--- src/rtl/lvt_timer_pkg.sv ---
package lvt_timer_pkg;

    localparam int unsigned WORD_W = 32;

    // register addresses
    localparam int unsigned ADDR_CTRL     = 0;
    localparam int unsigned ADDR_INIT     = 1;
    localparam int unsigned ADDR_CUR      = 2;
    localparam int unsigned ADDR_DIV      = 3;
    localparam int unsigned ADDR_LVT_BASE = 8;

    // interrupt entry fields
    localparam int unsigned ENT_MASK_BIT     = 16;
    localparam int unsigned ENT_PERIODIC_BIT = 17;
    localparam logic [WORD_W-1:0] ENT_WRITABLE = 32'h0003_10FF;
    localparam logic [WORD_W-1:0] ENT_RESET    = 32'h0001_0000;

    // code taken from the divide field: bits 3, 1, 0
    function automatic logic [2:0] div_code(input logic [3:0] cfg);
        return {cfg[3], cfg[1], cfg[0]};
    endfunction

endpackage

--- src/rtl/lvt_timer_prescaler.sv ---
module lvt_timer_prescaler #(
    parameter int unsigned CODE_W = 3
) (
    input  logic              clk,
    input  logic              rst_n,
    input  logic              restart,
    input  logic              tick,
    input  logic [CODE_W-1:0] code,
    output logic              div_tick
);
    localparam int unsigned PRESC_W = (1 << CODE_W) - 1;

    typedef struct packed {
        logic [PRESC_W-1:0] presc;
    } presc_state_t;

    presc_state_t st_d, st_q;
    logic [CODE_W-1:0]  shift;
    logic [PRESC_W:0]   divisor;
    logic [PRESC_W-1:0] limit;

    always_comb begin
        shift    = code + CODE_W'(1);
        divisor  = (PRESC_W+1)'(1) << shift;
        limit    = PRESC_W'(divisor - (PRESC_W+1)'(1));
        st_d     = st_q;
        div_tick = 1'b0;
        if (restart) begin
            st_d.presc = '0;
        end else if (tick) begin
            if (st_q.presc >= limit) begin
                st_d.presc = '0;
                div_tick   = 1'b1;
            end else begin
                st_d.presc = st_q.presc + PRESC_W'(1);
            end
        end
    end

    always_ff @(posedge clk) begin
        if (!rst_n) st_q <= '0;
        else        st_q <= st_d;
    end

endmodule

--- src/rtl/lvt_timer_countdown.sv ---
module lvt_timer_countdown #(
    parameter int unsigned CNT_W = 32
) (
    input  logic             clk,
    input  logic             rst_n,
    input  logic             load,
    input  logic [CNT_W-1:0] load_val,
    input  logic [CNT_W-1:0] reload_val,
    input  logic             periodic,
    input  logic             div_tick,
    output logic [CNT_W-1:0] count,
    output logic             expire
);
    typedef struct packed {
        logic [CNT_W-1:0] count;
        logic             running;
    } cnt_state_t;

    cnt_state_t st_d, st_q;

    always_comb begin
        st_d   = st_q;
        expire = 1'b0;
        if (load) begin
            st_d.count   = load_val;
            st_d.running = |load_val;
        end else if (div_tick && st_q.running) begin
            if (st_q.count == CNT_W'(1)) begin
                expire = 1'b1;
                if (periodic && (|reload_val)) begin
                    st_d.count = reload_val;
                end else begin
                    st_d.count   = '0;
                    st_d.running = 1'b0;
                end
            end else begin
                st_d.count = st_q.count - CNT_W'(1);
            end
        end
    end

    always_ff @(posedge clk) begin
        if (!rst_n) st_q <= '0;
        else        st_q <= st_d;
    end

    assign count = st_q.count;

endmodule

--- src/rtl/lvt_timer_pending.sv ---
module lvt_timer_pending #(
    parameter int unsigned PEND_W = 4
) (
    input  logic              clk,
    input  logic              rst_n,
    input  logic              clear,
    input  logic              expire,
    input  logic              accept,
    output logic [PEND_W-1:0] pend,
    output logic              any
);
    localparam logic [PEND_W-1:0] PEND_MAX = '1;

    typedef struct packed {
        logic [PEND_W-1:0] cnt;
    } pend_state_t;

    pend_state_t st_d, st_q;

    always_comb begin
        st_d = st_q;
        if (clear) begin
            st_d.cnt = '0;
        end else begin
            unique case ({expire, accept})
                2'b10: if (st_q.cnt != PEND_MAX) st_d.cnt = st_q.cnt + PEND_W'(1);
                2'b01: if (st_q.cnt != '0)       st_d.cnt = st_q.cnt - PEND_W'(1);
                default: st_d.cnt = st_q.cnt;
            endcase
        end
    end

    always_ff @(posedge clk) begin
        if (!rst_n) st_q <= '0;
        else        st_q <= st_d;
    end

    assign pend = st_q.cnt;
    assign any  = |st_q.cnt;

endmodule

--- src/rtl/lvt_timer.sv ---
module lvt_timer
    import lvt_timer_pkg::*;
#(
    parameter int unsigned ADDR_W  = 4,
    parameter int unsigned NUM_LVT = 6,
    parameter int unsigned PEND_W  = 4,
    parameter int unsigned CODE_W  = 3
) (
    input  logic              clk,
    input  logic              rst_n,
    input  logic              wr_en,
    input  logic [ADDR_W-1:0] wr_addr,
    input  logic [31:0]       wr_data,
    input  logic [ADDR_W-1:0] rd_addr,
    output logic [31:0]       rd_data,
    input  logic              tick,
    output logic              irq_req,
    output logic [7:0]        irq_vector,
    input  logic              irq_ack
);
    typedef logic [NUM_LVT-1:0][WORD_W-1:0] lvt_array_t;

    typedef struct packed {
        logic              en;
        logic [WORD_W-1:0] init;
        logic [3:0]        div_cfg;
        lvt_array_t        lvt;
    } regs_t;

    regs_t rq_d, rq_q;

    logic [NUM_LVT-1:0] lvt_hit;
    logic               hit_ctrl, hit_init, hit_div;
    logic               disable_wr;
    logic               pend_clear;
    logic               div_tick;
    logic               expire;
    logic               pend_any;
    logic               accept;
    logic [WORD_W-1:0]  cur_count;
    logic [PEND_W-1:0]  pend_cnt;
    logic [WORD_W-1:0]  lvt_wr_val;
    lvt_array_t         lvt_q;
    logic [WORD_W-1:0]  timer_ent;

    assign hit_ctrl   = wr_en && (wr_addr == ADDR_W'(ADDR_CTRL));
    assign hit_init   = wr_en && (wr_addr == ADDR_W'(ADDR_INIT));
    assign hit_div    = wr_en && (wr_addr == ADDR_W'(ADDR_DIV));
    assign disable_wr = hit_ctrl && !wr_data[0];
    assign pend_clear = hit_init || disable_wr;

    // per-entry write decode
    for (genvar g = 0; g < NUM_LVT; g++) begin : g_lvt_hit
        assign lvt_hit[g] = wr_en && (wr_addr == ADDR_W'(ADDR_LVT_BASE + g));
    end

    always_comb begin
        lvt_wr_val = wr_data & ENT_WRITABLE;
        if (!rq_q.en) lvt_wr_val[ENT_MASK_BIT] = 1'b1;
    end

    always_comb begin
        rq_d = rq_q;
        if (hit_ctrl) rq_d.en = wr_data[0];
        if (hit_init) rq_d.init = wr_data;
        if (hit_div)  rq_d.div_cfg = wr_data[3:0];
        for (int i = 0; i < NUM_LVT; i++) begin
            if (lvt_hit[i]) rq_d.lvt[i] = lvt_wr_val;
            if (disable_wr) rq_d.lvt[i][ENT_MASK_BIT] = 1'b1;
        end
    end

    always_ff @(posedge clk) begin
        if (!rst_n) begin
            rq_q.en      <= 1'b0;
            rq_q.init    <= '0;
            rq_q.div_cfg <= '0;
            for (int i = 0; i < NUM_LVT; i++) rq_q.lvt[i] <= ENT_RESET;
        end else begin
            rq_q <= rq_d;
        end
    end

    assign lvt_q     = rq_q.lvt;
    assign timer_ent = rq_q.lvt[0];

    lvt_timer_prescaler #(.CODE_W(CODE_W)) u_presc (
        .clk      (clk),
        .rst_n    (rst_n),
        .restart  (hit_init),
        .tick     (tick),
        .code     (CODE_W'(div_code(rq_q.div_cfg))),
        .div_tick (div_tick)
    );

    lvt_timer_countdown #(.CNT_W(WORD_W)) u_cnt (
        .clk        (clk),
        .rst_n      (rst_n),
        .load       (hit_init),
        .load_val   (wr_data),
        .reload_val (rq_q.init),
        .periodic   (timer_ent[ENT_PERIODIC_BIT]),
        .div_tick   (div_tick),
        .count      (cur_count),
        .expire     (expire)
    );

    assign irq_req    = pend_any && rq_q.en && !timer_ent[ENT_MASK_BIT];
    assign irq_vector = timer_ent[7:0];
    assign accept     = irq_req && irq_ack;

    lvt_timer_pending #(.PEND_W(PEND_W)) u_pend (
        .clk    (clk),
        .rst_n  (rst_n),
        .clear  (pend_clear),
        .expire (expire),
        .accept (accept),
        .pend   (pend_cnt),
        .any    (pend_any)
    );

    always_comb begin
        rd_data = '0;
        if (rd_addr == ADDR_W'(ADDR_CTRL))      rd_data = {31'b0, rq_q.en};
        else if (rd_addr == ADDR_W'(ADDR_INIT)) rd_data = rq_q.init;
        else if (rd_addr == ADDR_W'(ADDR_CUR))  rd_data = cur_count;
        else if (rd_addr == ADDR_W'(ADDR_DIV))  rd_data = {28'b0, rq_q.div_cfg};
        else begin
            for (int i = 0; i < NUM_LVT; i++) begin
                if (rd_addr == ADDR_W'(ADDR_LVT_BASE + i)) rd_data = rq_q.lvt[i];
            end
        end
    end

endmodule

--- config.mk ---
export PLATFORM = sky130hd
export DESIGN_NAME = lvt_timer
export DESIGN_NICKNAME = d
export VERILOG_FILES = /design/src/rtl/lvt_timer_pkg.sv /design/src/rtl/lvt_timer_prescaler.sv /design/src/rtl/lvt_timer_countdown.sv /design/src/rtl/lvt_timer_pending.sv /design/src/rtl/lvt_timer.sv
export SDC_FILE = /design/constraint.sdc
export NUM_CORES = 1
export LEC_CHECK = 0
export BUFFER_PORTS_ARGS = -buffer_cell sky130_fd_sc_hd__buf_2
export CAP_MARGIN = 20
export CORE_MARGIN = 2
export CORE_UTILIZATION = 43
export DETAILED_ROUTE_END_ITERATION = 8
export GPL_ROUTABILITY_DRIVEN = 0
export SYNTH_ARGS = -nofsm -noshare
export SYNTH_HDL_FRONTEND = slang
export SYNTH_SLANG_ARGS = --single-unit
--- constraint.sdc ---
create_clock -name clk -period 4.8 [get_ports clk]
set_input_delay 0.72 -clock clk [delete_from_list [all_inputs] [get_ports clk]]
set_output_delay 0.72 -clock clk [all_outputs]
set_load 0.01 [all_outputs]
# Yosys cells after proc, flatten, opt, wreduce, memory -nomap -nowiden
# Index checks and enable logic that the tools add are counted.
# totals
out_inout_bits,41
wordCells,111
in_bits,45
regBits,147
# classes
n_reduce_logical,32
mux,27
add_sub_neg,6
bitwise,1
eq_ne,24
shifts,1
magnitude_cmp,1
# op_table
cell,count
two-way mux 32 bit,11
two-way mux 33 bit,2
OR reduction 32 bit,2
== test 4 bit (second input constant),12
== test 32 x 1 -> 1 bit (second input constant),1
subtractor 32 x 1 -> 32 bit (second input constant),1
two-way mux 18 bit,1
logical AND 1 bit,15
== test 4 x 2 -> 1 bit (second input constant),3
two-way mux 1 bit,9
== test 4 x 1 -> 1 bit (second input constant),2
logical NOT 4 bit,2
two-way mux 4 bit,2
case mux 4 bit (2 select lines),1
adder 7 x 1 -> 7 bit (second input constant),1
>= comparator 7 bit,1
two-way mux 7 bit,1
left shift 1 x 3 -> 7 bit (first input constant),1
subtractor 7 x 1 -> 7 bit (second input constant),1
AND reduction 3 bit,2
nonzero test 2 bit,3
OR reduction 2 bit,3
adder 4 x 1 -> 4 bit (second input constant),1
inequality test 2 x 1 -> 1 bit (second input constant),2
other kinds (11),12

# Logic depth before layout (Yosys ltp)
# logic_depth
depth_word,13
depth_mapped,22

# By module
# Synthesis repeated with hierarchy kept, for this count alone.
# hier_totals
hier_cells,1108
area_unflattened_um2,8858.5
# modules_own_cells
module,seq_area_each_um2,area_per_inst_um2,n_inst,cells_per_inst
lvt_timer,2062.0,5177.5,1,624
lvt_timer_countdown,660.6,2875.3,1,389
lvt_timer_prescaler,140.1,568.0,1,68
lvt_timer_pending,80.1,237.7,1,27

# Least setup slack after synthesis
# No wires, ideal clock.
# synth_timing
path_kind,reg2reg
start,register rq_q[192] (netlist bit)
end,"register u_pend.st_q, in the netlist u_pend.pend[3]"
path_slack_ns,0.766
path_stages_with_launch,23
synth_period_minus_slack_ns,4.034
setup_ns,0.116
path_buffers,2
arrival_time_ns,3.918
required_ns,4.684
cell_sequence,dfxtp_1 clkbuf_1 or3_1 ha_1 nor2_1 a21oi_1 nor2_1 a31oi_1 ha_1 nand3_1 or3_1 and2_1 clkbuf_1 nor2_1 nand2_1 ha_1 ha_1 a21o_1 a21oi_1 xnor2_1 nor2_1 xnor2_1 nor2_1
# synth_between
elab_chain_cells,13
# synth_lines
element,line_no,text
start: declaration,lvt_timer.sv:30,"regs_t rq_d, rq_q;"
start signal: assignment,lvt_timer.sv:80,rq_q <= rq_d;
adder 3 x 1 -> 3 bit *,lvt_timer_prescaler.sv:23,shift = code + CODE_W'(1);
left shift 1 x 3 -> 7 bit *,lvt_timer_prescaler.sv:24,divisor = (PRESC_W+1)'(1) << shift;
subtractor 7 x 1 -> 7 bit *,lvt_timer_prescaler.sv:25,limit = PRESC_W'(divisor - (PRESC_W+1)'(1));
>= comparator 7 bit *,lvt_timer_prescaler.sv:31,if (st_q.presc >= limit) begin
two-way mux 1 bit *,lvt_timer_prescaler.sv:31,
two-way mux 1 bit *,lvt_timer_prescaler.sv:30,end else if (tick) begin
two-way mux 1 bit *,lvt_timer_prescaler.sv:28,if (restart) begin
logical AND 1 bit *,lvt_timer_countdown.sv:27,end else if (div_tick && st_q.running) begin
two-way mux 1 bit *,lvt_timer_countdown.sv:27,
two-way mux 1 bit *,lvt_timer_countdown.sv:24,if (load) begin
== test 2 x 1 -> 1 bit / == test 2 bit (equally long branches),lvt_timer_pending.sv:25,"unique case ({expire, accept})"
inequality test 2 x 1 -> 1 bit (no source line) / nonzero test 2 bit (equally long branches),-,
AND reduction 3 bit (no source line),-,
end signal: assignment,lvt_timer_pending.sv:35,else st_q <= st_d;
end: declaration,lvt_timer_pending.sv:18,"pend_state_t st_d, st_q;"
# Mark *: on every way between the ends. The rest lies on a longest branch, timed or not.
# A chain may end at the register's enable or synchronous reset.

# Final worst setup path
# Same ends and word-level chain as after synthesis.

==> results_dict.tcl <==
set metrics [dict create \
    status "complete, but fails checks" \
    violations "design-rule violations" \
    r2r-end "u_pend.pend[3]$_SDFFE_PP0P_" \
    r2r-start "rq_q[192]$_SDFFE_PN0P_" \
    yosysMostFrequentCell "nand2_1" \
    route.met3.wl_um 1760 \
    cts.repair.resized 0 \
    overflow 0 \
    ctsHoldBuffers 0 \
    critPathMaxFanout 10 \
    syn-num-nets 1072 \
    setup_slack_ns 0.744 \
    holdPathStages 2 \
    die_w_um 140 \
    ys_top_cells_by_count "nand2_1, dfxtp_1, a21oi_1" \
    synth_top_area_share_pct 37.0 \
    worst_hold_path_type "flip-flop to flip-flop" \
    io_pins 86 \
    die_area_um2 19600 \
    top_layer_used "met4" \
    cts_buffers 17 \
    clk_latency_ns 0.43 \
    num_vias 7772 \
    postCtsSetupBuffers 0 \
    first_iter_violations 768 \
    period_share_pct 84.5 \
    fp.dieH_um 140 \
    crit_required_ns 5.11 \
    critPathLaunchType "flip-flop" \
    tightest_slew_ns 1.01 \
    hold-path-endpoint "lvt_q[101]$_SDFFE_PN0P_" \
    path_cells "or3_1 -> ha_1 -> nor2_1 -> a21oi_1 -> nor2_1 -> a31oi_1 -> ha_1 -> nand3_1 -> or3_1 -> and2_1 -> nor2_1 -> buf_4 -> nand2_1 -> ha_1 -> ha_1 -> a21o_1 -> a21oi_1 -> xnor2_1 -> nor2_1 -> xnor2_1 -> nor2_1" \
    cp-end-kind "flip-flop" \
    ys_types 62 \
    yosysTopAreaCell "dfxtp_1" \
    htree_levels 4 \
    port_buffers 85 \
    synthFlopType "dfxtp_1" \
    core_area_um2 18100 \
    seq_area_frac_synth_pct 37.0 \
    synth_edf_count 0 \
    finalSetupTns_ns 0 \
    power.density_nw_per_um2 323 \
    cp.arrival_ns 4.37 \
    r2r_setup_slack_ns 0.74 \
    cts_sinks 147 \
    clock.fmax_mhz 247 \
    rows 49 \
    start_util_pct 44.0 \
    synthArstFlopShare_pct 0 \
    met1_length_um 11800 \
    path_buf_inv 1 \
    slowest_delay_ns 0.41 \
    post_dp_cell_area_um2 8460 \
    postSynthCellCount 1011 \
    routed_wl_um 26000 \
    maxCapViolations 0 \
    cts_root_buf "clkbuf_16" \
    wire_per_inst_um 20.1 \
    remaining_drc_errors 12 \
    cts_tree "yes" \
    finalHoldViolations 0 \
    wl_met2_um 12000 \
    dp_hpwl_um 17900 \
    cpMostUsedCell "nor2_1" \
    synthTopCellsByArea "dfxtp_1, nand2_1, a21oi_1" \
    relSlewSlack_pct 32.2 \
    skew_ns 0.0150 \
    critPathTopFamily "simple AND/OR/NAND/NOR gates" \
    final_cell_area_um2 9020 \
    whs_ns 0.455 \
    worst_path_max_delay_cell "or3_1" \
    ys_warn_count 0 \
    grt_max_degree 73 \
    path_class "flip-flop to flip-flop" \
    drv_slew 0 \
    grt_pass1_vias 7229 \
    grt_pass1_wl_um 41100 \
    drive_gt1_share_pct 15.8 \
    fin_crit_ns 4.06 \
    min_from "lvt_q[101]$_SDFFE_PN0P_" \
    avgViaCountPerCell 6.02 \
    irDropWorstVdd_mv 0.224 \
    dpl_worst_slack_ns 0.747 \
    detail-route-antenna-nets 0 \
    path_clk_slew_ns 0.07 \
    netlist_area_um2 7960 \
    track_usage_pct 26.7 \
    avgSynthCellArea_um2 7.87 \
    ys_ff_latch 147 \
    syn_to_final_growth_pct 13.3 \
    grt_antenna_before_repair 1 \
    nets 1110 \
    p_leak_nw 3.39 \
    setup_viol 0 \
    worstRegToRegCells 21 \
    first_pass_iters 9 \
    rsz0062_at_grt "no" \
    max-clock-path-buffers 2 \
]
stage by stage:
step           cells  total power, W  utilization [%]
2_1_floorplan   1011         0.00154                -
3_3_place_gp    1259         0.00166             46.8
3_5_place_dp    1259         0.00166             46.8
4_1_cts         1291         0.00292             49.9
5_1_grt         1291         0.00302             49.9
6_report        1292         0.00291             49.9
cells in the final DEF, fill, tap and decap left out, types with 4 or more instances in the layout:
| master | count |
|---|---|
| a221oi_1 | 6 |
| xor2_1 | 13 |
| buf_4 | 16 |
| nand3_1 | 24 |
| ha_1 | 15 |
| nor4_1 | 25 |
| xnor2_1 | 10 |
| nand2_1 | 202 |
| nand2b_1 | 4 |
| o32ai_1 | 4 |
| a22o_1 | 25 |
| nor2_1 | 80 |
| buf_2 | 85 |
| a21oi_1 | 101 |
| inv_6 | 6 |
| o22ai_1 | 7 |
| a31oi_1 | 16 |
| or4_1 | 5 |
| nor3_1 | 18 |
| nand4_1 | 19 |
| or3_1 | 9 |
| a222oi_1 | 4 |
| o21ai_0 | 31 |
| o211ai_1 | 15 |
| clkbuf_16 | 17 |
| a22oi_1 | 14 |
| a211oi_1 | 5 |
| mux2i_1 | 41 |
| and3_1 | 4 |
| nor2b_1 | 5 |
| inv_1 | 12 |
| clkinvlp_4 | 4 |
| mux2_2 | 6 |
| dfxtp_1 | 147 |
| o21a_1 | 5 |
| mux4_2 | 7 |
where the power goes:
part / leakage (nW) / total, W / internal (W) / switching [W]
Combinational: 1.94 / 0.000373 / 0.000134 / 0.000239
Sequential: 1.19 / 0.00126 / 0.00124 / 0.0000237
Clock: 0.264 / 0.00128 / 0.000689 / 0.000588
Total: 3.39 / 0.00291 / 0.00206 / 0.000850
worst reg2reg max path, cell delays in order, from the launching register on:
cell and delay [ns]:
dfxtp_1 0.40, or3_1 0.41, ha_1 0.28, nor2_1 0.13
a21oi_1 0.05, nor2_1 0.10, a31oi_1 0.05, ha_1 0.31
nand3_1 0.10, or3_1 0.35, and2_1 0.17, nor2_1 0.09
buf_4 0.15, nand2_1 0.09, ha_1 0.25, ha_1 0.29
a21o_1 0.17, a21oi_1 0.18, xnor2_1 0.13, nor2_1 0.06
xnor2_1 0.15, nor2_1 0.05
layout make-up:
class / count / area, µm²
Fill cell: 1785 / 9070
Multi-Input combinational cell: 769 / 4640
Sequential cell: 147 / 2940
Timing Repair Buffer: 101 / 546
Clock buffer: 18 / 439
Tap cell: 229 / 287
Clock inverter: 14 / 115
Inverter: 13 / 50.0
Antenna cell: 1 / 2.50
metal layers:
metal	up-vias	global-route usage (%)
met3	41	5.64
met5	-	0
li1	3716	-
met2	299	42.6
met4	0	7.97
met1	3716	36.4
how the worst max path moves through the flow:
| stage | from | endpoint | slack, ns | cells past startpoint |
|---|---|---|---|---|
| floorplan | rq_q[192]$_SDFFE_PN0P_ | u_pend.pend[3]$_SDFFE_PP0P_ | 0.77 | 22 |
| global placement | rq_q[192]$_SDFFE_PN0P_ | u_pend.pend[3]$_SDFFE_PP0P_ | 0.86 | 21 |
| detailed placement | rq_q[192]$_SDFFE_PN0P_ | u_pend.pend[3]$_SDFFE_PP0P_ | 0.75 | 21 |
| CTS | rq_q[192]$_SDFFE_PN0P_ | u_pend.pend[3]$_SDFFE_PP0P_ | 0.75 | 21 |
| global route | rq_q[192]$_SDFFE_PN0P_ | u_pend.pend[3]$_SDFFE_PP0P_ | 0.42 | 21 |
| finish | rq_q[192]$_SDFFE_PN0P_ | u_pend.pend[3]$_SDFFE_PP0P_ | 0.74 | 21 |
logic make-up (layout without fill, tap and decap cells):
family / count (synthesis) / after routing / synth area share (%)
DFF: 147 / 147 / 37.0
adders and majority gates: 16 / 16 / 2.61
muxes: 54 / 54 / 7.98
and+or+nand+nor: 421 / 421 / 24.3
other: 0 / 1 / 0
AOI/OAI and AO/OA: 255 / 255 / 20.5
buffers and inverters: 95 / 146 / 5.09
xor gates and xnor gates: 23 / 23 / 2.53
registers in the layout, indices dropped and copies added, names as in the netlist:
signal,flops
timer_ent,11
u_cnt.count,32
rq_q,37
lvt_q,55
u_presc.st_q,7
u_pend.pend,4
u_cnt.st_q,1
Power figures use the tool's default switching activity.
